### config.mk
export PLATFORM = sky130hd
export DESIGN_NAME = slice_word_tx
export DESIGN_NICKNAME = d
export VERILOG_FILES = /design/src/rtl/swt_pkg.sv /design/src/rtl/swt_slice_timer.sv /design/src/rtl/swt_fifo.sv /design/src/rtl/swt_lane_set.sv /design/src/rtl/slice_word_tx.sv
export SDC_FILE = /design/constraint.sdc
export NUM_CORES = 2
export LEC_CHECK = 0
export ABC_AREA = 0
export BUFFER_PORTS_ARGS = -buffer_cell sky130_fd_sc_hd__clkbuf_2
export CORE_MARGIN = 2
export CORE_UTILIZATION = 40
export CTS_CLUSTER_SIZE = 40
export DETAILED_ROUTE_END_ITERATION = 10
export MAX_ROUTING_LAYER = met4
export PLACE_DENSITY = 0.63
export SYNTH_ARGS = -nofsm -noshare
export SYNTH_HDL_FRONTEND = slang
export SYNTH_SLANG_ARGS = --single-unit
### constraint.sdc
create_clock -name clk -period 13.4 [get_ports clk]
set_clock_uncertainty 0.15 [all_clocks]
set_input_delay 1.34 -clock clk [delete_from_list [all_inputs] [get_ports clk]]
set_output_delay 1.34 -clock clk [all_outputs]
set_load 0.05 [all_outputs]
### src/rtl/swt_pkg.sv
package swt_pkg;

   typedef enum logic {
      MODE_SHORT = 1'b0,
      MODE_LONG  = 1'b1
   } slice_mode_e;

   // number of clocks a slice needs to carry a word of the given width
   function automatic int slice_clocks(input int word_bits, input int lanes);
      return word_bits / lanes;
   endfunction

endpackage

### src/rtl/swt_slice_timer.sv
module swt_slice_timer
   import swt_pkg::*;
#(
   parameter int SHORT_LEN = 8,
   parameter int LONG_LEN  = 16,
   localparam int CW       = $clog2(LONG_LEN)
) (
   input  logic clk,
   input  logic rst_n,
   input  logic long_req,
   output logic bnd,
   output logic wrap,
   output logic next_long,
   output logic long_mode
);

   logic [CW-1:0] cnt_q;
   slice_mode_e   mode_q;
   logic [CW-1:0] last_idx;

   assign last_idx  = (mode_q == MODE_LONG) ? CW'(LONG_LEN - 1) : CW'(SHORT_LEN - 1);
   assign wrap      = (cnt_q == last_idx);
   assign bnd       = (cnt_q == '0);
   assign next_long = wrap ? long_req : (mode_q == MODE_LONG);
   assign long_mode = (mode_q == MODE_LONG);

   always_ff @(posedge clk) begin
      if (!rst_n) begin
         cnt_q  <= '0;
         mode_q <= MODE_SHORT;
      end else if (wrap) begin
         cnt_q  <= '0;
         mode_q <= long_req ? MODE_LONG : MODE_SHORT;
      end else begin
         cnt_q  <= cnt_q + 1'b1;
      end
   end

endmodule

### src/rtl/swt_fifo.sv
module swt_fifo #(
   parameter int W      = 64,
   parameter int DEPTH  = 16,
   parameter int NPOP   = 4,
   parameter int OVF_W  = 8,
   localparam int AW    = $clog2(DEPTH),
   localparam int LW    = AW + 1
) (
   input  logic                     clk,
   input  logic                     rst_n,
   input  logic                     push,
   input  logic [W-1:0]             din,
   input  logic                     pop,
   output logic [NPOP-1:0][W-1:0]   head_word,
   output logic [NPOP-1:0]          head_vld,
   output logic [OVF_W-1:0]         ovf_cnt
);

   logic [W-1:0]     mem_q [DEPTH];
   logic [AW-1:0]    wr_q, rd_q;
   logic [LW-1:0]    level_q;
   logic [LW-1:0]    pop_n;
   logic             accept;
   logic [OVF_W-1:0] ovf_q;

   assign accept = push && (level_q < LW'(DEPTH));

   always_comb begin
      if (!pop)                     pop_n = '0;
      else if (level_q >= LW'(NPOP)) pop_n = LW'(NPOP);
      else                          pop_n = level_q;
   end

   for (genvar s = 0; s < NPOP; s++) begin : g_head
      assign head_word[s] = mem_q[rd_q + AW'(s)];
      assign head_vld[s]  = (level_q > LW'(s));
   end

   always_ff @(posedge clk) begin
      if (accept) mem_q[wr_q] <= din;
   end

   always_ff @(posedge clk) begin
      if (!rst_n) begin
         wr_q    <= '0;
         rd_q    <= '0;
         level_q <= '0;
         ovf_q   <= '0;
      end else begin
         if (accept) wr_q <= wr_q + 1'b1;
         rd_q    <= rd_q + pop_n[AW-1:0];
         level_q <= level_q + LW'(accept) - pop_n;
         if (push && !accept && (ovf_q != '1)) ovf_q <= ovf_q + 1'b1;
      end
   end

   assign ovf_cnt = ovf_q;

endmodule

### src/rtl/swt_lane_set.sv
module swt_lane_set #(
   parameter int W       = 64,
   parameter int SHORT_W = 32,
   parameter int LANES   = 4
) (
   input  logic             clk,
   input  logic             rst_n,
   input  logic             load,
   input  logic             vld,
   input  logic             long_sel,
   input  logic [W-1:0]     word,
   output logic [LANES-1:0] lanes
);

   logic [W-1:0] sr_q;
   logic [W-1:0] framed;
   logic [W-1:0] long_f;
   logic [SHORT_W-1:0] short_f;

   assign long_f  = word | {1'b1, {(W-1){1'b0}}};
   assign short_f = word[SHORT_W-1:0] | {1'b1, {(SHORT_W-1){1'b0}}};
   assign framed  = long_sel ? long_f : {{(W-SHORT_W){1'b0}}, short_f};

   always_ff @(posedge clk) begin
      if (!rst_n)    sr_q <= '0;
      else if (load) sr_q <= vld ? framed : '0;
      else           sr_q <= sr_q >> LANES;
   end

   assign lanes = sr_q[LANES-1:0];

endmodule

### src/rtl/slice_word_tx.sv
module slice_word_tx
   import swt_pkg::*;
#(
   parameter int N_SETS   = 4,
   parameter int LANES    = 4,
   parameter int WORD_W   = 64,
   parameter int SHORT_W  = 32,
   parameter int DEPTH    = 16,
   parameter int OVF_W    = 8,
   localparam int SHORT_LEN = slice_clocks(SHORT_W, LANES),
   localparam int LONG_LEN  = slice_clocks(WORD_W, LANES),
   localparam int LANE_W    = N_SETS * LANES
) (
   input  logic              clk,
   input  logic              rst_n,
   input  logic              long_req_i,
   input  logic              in_valid_i,
   input  logic [WORD_W-1:0] in_word_i,
   output logic [LANE_W-1:0] lane_o,
   output logic              slice_bnd_o,
   output logic              long_mode_o,
   output logic [OVF_W-1:0]  ovf_cnt_o
);

   if (WORD_W != 2 * SHORT_W) begin : g_bad_width
      $error("long word must be twice the short word");
   end
   if ((SHORT_W % LANES) != 0) begin : g_bad_lanes
      $error("short word must split evenly over the lanes");
   end
   if ((DEPTH & (DEPTH - 1)) != 0 || DEPTH < N_SETS) begin : g_bad_depth
      $error("queue depth must be a power of two and hold one slice of words");
   end

   logic                          wrap, next_long;
   logic [N_SETS-1:0][WORD_W-1:0] head_word;
   logic [N_SETS-1:0]             head_vld;

   swt_slice_timer #(
      .SHORT_LEN (SHORT_LEN),
      .LONG_LEN  (LONG_LEN)
   ) u_timer (
      .clk       (clk),
      .rst_n     (rst_n),
      .long_req  (long_req_i),
      .bnd       (slice_bnd_o),
      .wrap      (wrap),
      .next_long (next_long),
      .long_mode (long_mode_o)
   );

   swt_fifo #(
      .W     (WORD_W),
      .DEPTH (DEPTH),
      .NPOP  (N_SETS),
      .OVF_W (OVF_W)
   ) u_fifo (
      .clk       (clk),
      .rst_n     (rst_n),
      .push      (in_valid_i),
      .din       (in_word_i),
      .pop       (wrap),
      .head_word (head_word),
      .head_vld  (head_vld),
      .ovf_cnt   (ovf_cnt_o)
   );

   for (genvar s = 0; s < N_SETS; s++) begin : g_set
      swt_lane_set #(
         .W       (WORD_W),
         .SHORT_W (SHORT_W),
         .LANES   (LANES)
      ) u_set (
         .clk      (clk),
         .rst_n    (rst_n),
         .load     (wrap),
         .vld      (head_vld[s]),
         .long_sel (next_long),
         .word     (head_word[s]),
         .lanes    (lane_o[s*LANES +: LANES])
      );
   end

endmodule

; Word level (Yosys, flattened, before mapping)
; Memories as Yosys holds them, arrays and structs flattened. A register that Yosys moved wholly into a read port is not among the register bits.
; Index checks and enable logic that the tools add are counted.
[classes]
bitwise = 1
order_cmp = 6
eq_ne = 2
reduce_logical = 14
n_addsub = 9
mux = 20
[ops]
columns = op, count
row1 = $mux 60, 8
row2 = $mux 64, 4
row3 = $reduce_and 4->1, 4
row4 = $add 4x1->4 const B, 3
row5 = $reduce_and 3->1, 4
row6 = $gt 5x1->1 const B, 2
row7 = $gt 5x2->1 const B, 2
row8 = $mux 5, 2
row9 = $add 4x2->4 const B, 2
row10 = $add 8x1->8 const B, 1
row11 = $mux 4, 2
row12 = $ne 8x8->1 const B, 1
row13 = $add 5x1->5, 1
row14 = $ge 5x3->1 const B, 1
row15 = $lt 5x5->1 const B, 1
row16 = $sub 5x5->5, 1
row17 = $add 4x4->4, 1
row18 = $eq 4x4->1, 1
row19 = $logic_not 4->1, 1
row20 = $mux 1, 4
row21 = $logic_and 1x1->1, 3
row22 = $reduce_or 2->1, 1
row23 = $logic_not 1->1, 1
row24 = $not 1->1, 1
[word_totals]
input_bits = 68
ff_bits = 282
output_inout_bits = 26
mem_bits_rw = 1024
n_memories = 1
elab_cells = 71
[mem_list]
columns = memory, depth, word_bits, read_ports, rd_ports_with_merged_regs, wr, line_no
row1 = u_fifo.mem_q, 16, 64, 4, 1, 1, swt_fifo.sv:19  ; logic [W-1:0] mem_q [DEPTH];

; Depth between registers and ports, before layout
[logic_depth]
ltp_word = 6
mapped_depth = 13
depth_no_buf = 13

; By module
; Synthesis repeated with hierarchy kept, for this count alone.
[unflattened]
hier_cells = 5223
hier_area_um2 = 72497.0
[by_module_without_submodules]
columns = module, seq_area_each_um2, cells_each, n_inst, area_each_um2
row1 = swt_fifo, 31169.9, 4084, 1, 61748.0
row2 = swt_lane_set, 1281.2, 278, 4, 2623.8
row3 = swt_slice_timer, 100.1, 27, 1, 254.0

; Worst setup path before layout
; Ideal clock, no wire load.
[synth_path]
path_type = input to register
startpoint = in in_valid_i
endpoint = mem u_fifo.mem_q[3][0] (enable)
arrival_time_ns = 6.195
stages = 4
path_buffers = 1
slack_ns = 6.494
required_time_ns = 12.689
setup_time_ns = 0.561
cell_sequence = nor2b_1 -> clkbuf_1 -> nand2_1 -> nor3_1
[synth_between]
elab_chain_cells = 3
[synth_rtl]
columns = element, line_no
row1 = from (decl), slice_word_tx.sv:17  ; input logic in_valid_i,
row2 = $logic_and 1x1->1, swt_fifo.sv:26  ; assign accept = push && (level_q < LW'(DEPTH));
row3 = via u_fifo.accept, swt_fifo.sv:23  ; logic accept;
row4 = $mux 1, swt_fifo.sv:40  ; if (accept) mem_q[wr_q] <= din;
row5 = $mux 1 (implied by the code), swt_fifo.sv:40
row6 = to (decl), swt_fifo.sv:19
; The timed path passes the listed nets, and every way through them passes these cells.

==> flow_metrics.tcl <==
set metrics [dict create \
    status "finished, final reports clean" \
    first_pass_grt_wire_length_um 290100 \
    max_slew.worst_pin.slew_ns 1.206 \
    static-leakage-power_nw 23.35 \
    fin_tns_setup_ns 0 \
    starting_density_pct 40.19 \
    die-area_sq_um 175500 \
    cts_root_buf "sky130_fd_sc_hd__clkbuf_16" \
    dp_hpwl_um 108700 \
    p_int_mw 7.099 \
    io_pins 94 \
    number_of_global_route_vias_before_repair 41562 \
    rows 152 \
    worstPathMaxFanout 134 \
    holdCritPathClass "reg -> reg" \
    cts_made_buffers 144 \
    hold_buffers 0 \
    worst_skew_pair_latency_ns 0.79 \
    vdd.ir_drop.worst_v 0.0001370 \
    layout.cells.most_common "sky130_fd_sc_hd__edfxtp_1" \
    timing.max_cap.violations 0 \
    slew_violations 0 \
    critical_path.startpoint_type "register" \
    wire_length_per_cell_um 31.56 \
    number_of_hold_slack_violations_in_the_final_timing_report 0 \
    drt_wl_total_um 199700 \
    vias 41612 \
    syn_avg_cell_area_sq_um 17.46 \
    place.port_buffers 92 \
    end_kind "register" \
    layout_overhead_on_the_synthesized_area_pct 10.96 \
    p_comb_share_pct 5.7 \
    viasPerCell 6.578 \
    postCtsResizedCells 0 \
    synth.distinct_cells 53 \
    cts_tree "done" \
    rr_worst_depth 10 \
    drt_first_pass_iters 5 \
    timing_worst_setup_path_type "reg -> reg" \
    route.detailed.drc 0 \
    timing.max_slew.rel_slack_pct 19.59 \
    most_used_cells_in_the_layout_excluding_fill_and_tap_cells "sky130_fd_sc_hd__edfxtp_1 (1008), sky130_fd_sc_hd__mux4_2 (949), sky130_fd_sc_hd__mux2i_1 (371), sky130_fd_sc_hd__dfxtp_1 (278), sky130_fd_sc_hd__nand2_1 (238)" \
    die_w_um 418.9 \
    setup_violations 0 \
    main_flop_type_after_synthesis "sky130_fd_sc_hd__edfxtp_1" \
    postCtsSetupBuffers 0 \
    p_total_mw 9.090 \
    share_of_cells_above_drive_strength_1_pct 35.14 \
    clock_sink_count 1290 \
    seqPwrFrac_pct 49.3 \
    first_iter_violations 5032 \
    grt_max_degree 177 \
    place.gp.congestion 0.7904 \
    period_share_pct 48.45 \
    grt_antenna_before_repair 15 \
    design.core.area_sq_um 171400 \
    arrival_ns 7.02 \
    worstHoldPathCells 1 \
    power.net_switching_mw 1.991 \
    clock_tree.buffer_depth 3 \
    yosys_register_bits 1290 \
    global_route.overflow_total 0 \
    synth_enable_flop_cells 1008 \
    worst_ep_required_time_ns 13.93 \
    synth-seq-area-share_pct 52.16 \
    clkSlewWorstSetupHoldPaths_ns 0.06 \
    clock_power_share_pct 45.0 \
    swShare_pct 21.90 \
    yosys_warnings 0 \
    synth_cells 3943 \
    rsz_0062_raised_after_global_routing "no" \
    postSynth.asyncResetShare_pct 0 \
    nets 3980 \
    die-height_um 418.9 \
    max_clock_freq_ghz 0.1540 \
    synthesis.area_sq_um 68860 \
    finalCriticalPeriod_ns 6.492 \
    grt_util_all_layers_pct 23.37 \
    ant_nets 0 \
    power_dens_cells_nw_per_um2 119.0 \
    number_of_levels_the_h_tree_was_split_into 4 \
    number_of_nets_produced_by_synthesis 4033 \
]
==> critical path, cell delays in order, from the launching register on <==
cell	delay, ns
sky130_fd_sc_hd__dfxtp_4	0.76
sky130_fd_sc_hd__buf_4	0.74
sky130_fd_sc_hd__buf_4	0.87
sky130_fd_sc_hd__buf_4	0.74
sky130_fd_sc_hd__buf_4	0.80
sky130_fd_sc_hd__buf_12	0.62
sky130_fd_sc_hd__mux4_2	0.60
sky130_fd_sc_hd__and2_1	0.17
sky130_fd_sc_hd__a211oi_1	0.20
sky130_fd_sc_hd__a21oi_1	0.08
sky130_fd_sc_hd__a22o_1	0.25
==> state kept, by name (all words and copies together) (netlist names) <==
| signal | count |
|---|---|
| u_fifo.mem_q | 1008 |
| g_set.u_set.sr_q | 256 |
| u_fifo.ovf_cnt | 8 |
| u_fifo.level_q | 5 |
| u_fifo.rd_q | 4 |
| u_fifo.wr_q | 4 |
| u_timer.cnt_q | 4 |
| u_timer.long_mode | 1 |
==> cells in the mapped netlist, drive strengths merged (3+ instances only) <==
master     n  area (sq um)
o221ai    33         289.0
dfxtp    282          5645
mux4     949         21370
a22o      87         762.0
inv       17         63.81
nand4      3         18.77
and3      11         68.82
o21ai      4         20.02
a211oi    64         480.5
buf      226          1240
clkbuf   160         600.6
nor2b     36         225.2
mux2i    371          3714
nand2    242         908.4
nand2b     3         18.77
xnor2     14         137.6
a32o      58         580.6
nand3     11         55.05
edfxtp  1008         30270
a211o     31         271.5
and2      53         331.6
o22ai     31         193.9
or3        3         18.77
a21o      33         247.7
xor2      13         113.9
nor2      22         82.58
nor3       8         40.04
a21oi    127         639.4
ha        20         250.2
==> cells by family after synthesis <==
kind of cell / share of synthesized area, %
flip-flops: 52.16
XOR/XNOR: 0.3652
buffers and inverters: 2.771
multiplexers: 36.45
adder cells (fa/ha/maj): 0.4216
other: 0.01091
AND/OR/NAND/NOR: 2.611
AO/OA/AOI/OAI: 5.217
==> routing by layer <==
metal | up-vias | GRT usage, % | wire, um
li1 | 16751 | - | -
met1 | 22039 | 30.76 | 77820
met2 | 2421 | 36.83 | 97080
met3 | 401 | 4.463 | 18600
met4 | 0 | 7.318 | 6162
met5 | - | - | 0
==> power groups by stage <==
stage | Clock, mW | Combinational [mW] | Sequential (mW)
2_1_floorplan | 0 | 0.340 | 4.55
3_3_place_gp | 0 | 0.510 | 4.56
3_5_place_dp | 0 | 0.517 | 4.56
4_1_cts | 4.16 | 0.518 | 4.48
5_1_grt | 4.32 | 0.558 | 4.49
6_report | 4.09 | 0.517 | 4.48
==> metrics by stage <==
| stage | instance area [sq um] | utilization, % | cells | hold slack, ns | worst slack (ns) |
|---|---|---|---|---|---|
| floorplan | 68860 | - | 3943 | 0.2533 | 6.494 |
| global placement | 71470 | 41.71 | 6054 | 0.2636 | 6.897 |
| detailed placement | 71470 | 41.71 | 6054 | 0.2623 | 6.809 |
| CTS | 76390 | 44.58 | 6320 | 0.2812 | 6.794 |
| global route | 76400 | 44.59 | 6326 | 0.3003 | 6.296 |
| finish | 76400 | 44.59 | 6326 | 0.2783 | 6.908 |
==> area by class of cell <==
| cell class | instances | area (sq um) |
|---|---|---|
| Antenna cell | 6 | 15.01 |
| Clock buffer | 201 | 4190 |
| Clock inverter | 65 | 729.5 |
| Fill cell | 14646 | 94950 |
| Inverter | 18 | 77.57 |
| Multi-Input combinational cell | 2249 | 31340 |
| Sequential cell | 1290 | 35930 |
| Tap cell | 2310 | 2890 |
| Timing Repair Buffer | 187 | 1236 |
==> final timing paths <==
check | from | endpoint | slack [ns]
min reg2reg | g_set[1].u_set.sr_q[25]$_SDFF_PN0_ | g_set[1].u_set.sr_q[21]$_SDFF_PN0_ | 0.28
max | u_fifo.rd_q[0]$_SDFF_PN0_ | g_set[0].u_set.sr_q[18]$_SDFF_PN0_ | 6.91
max reg2reg | u_fifo.rd_q[0]$_SDFF_PN0_ | g_set[0].u_set.sr_q[18]$_SDFF_PN0_ | 6.91
min | g_set[1].u_set.sr_q[25]$_SDFF_PN0_ | g_set[1].u_set.sr_q[21]$_SDFF_PN0_ | 0.28
No activity file was read; power rests on OpenSTA's default activity.
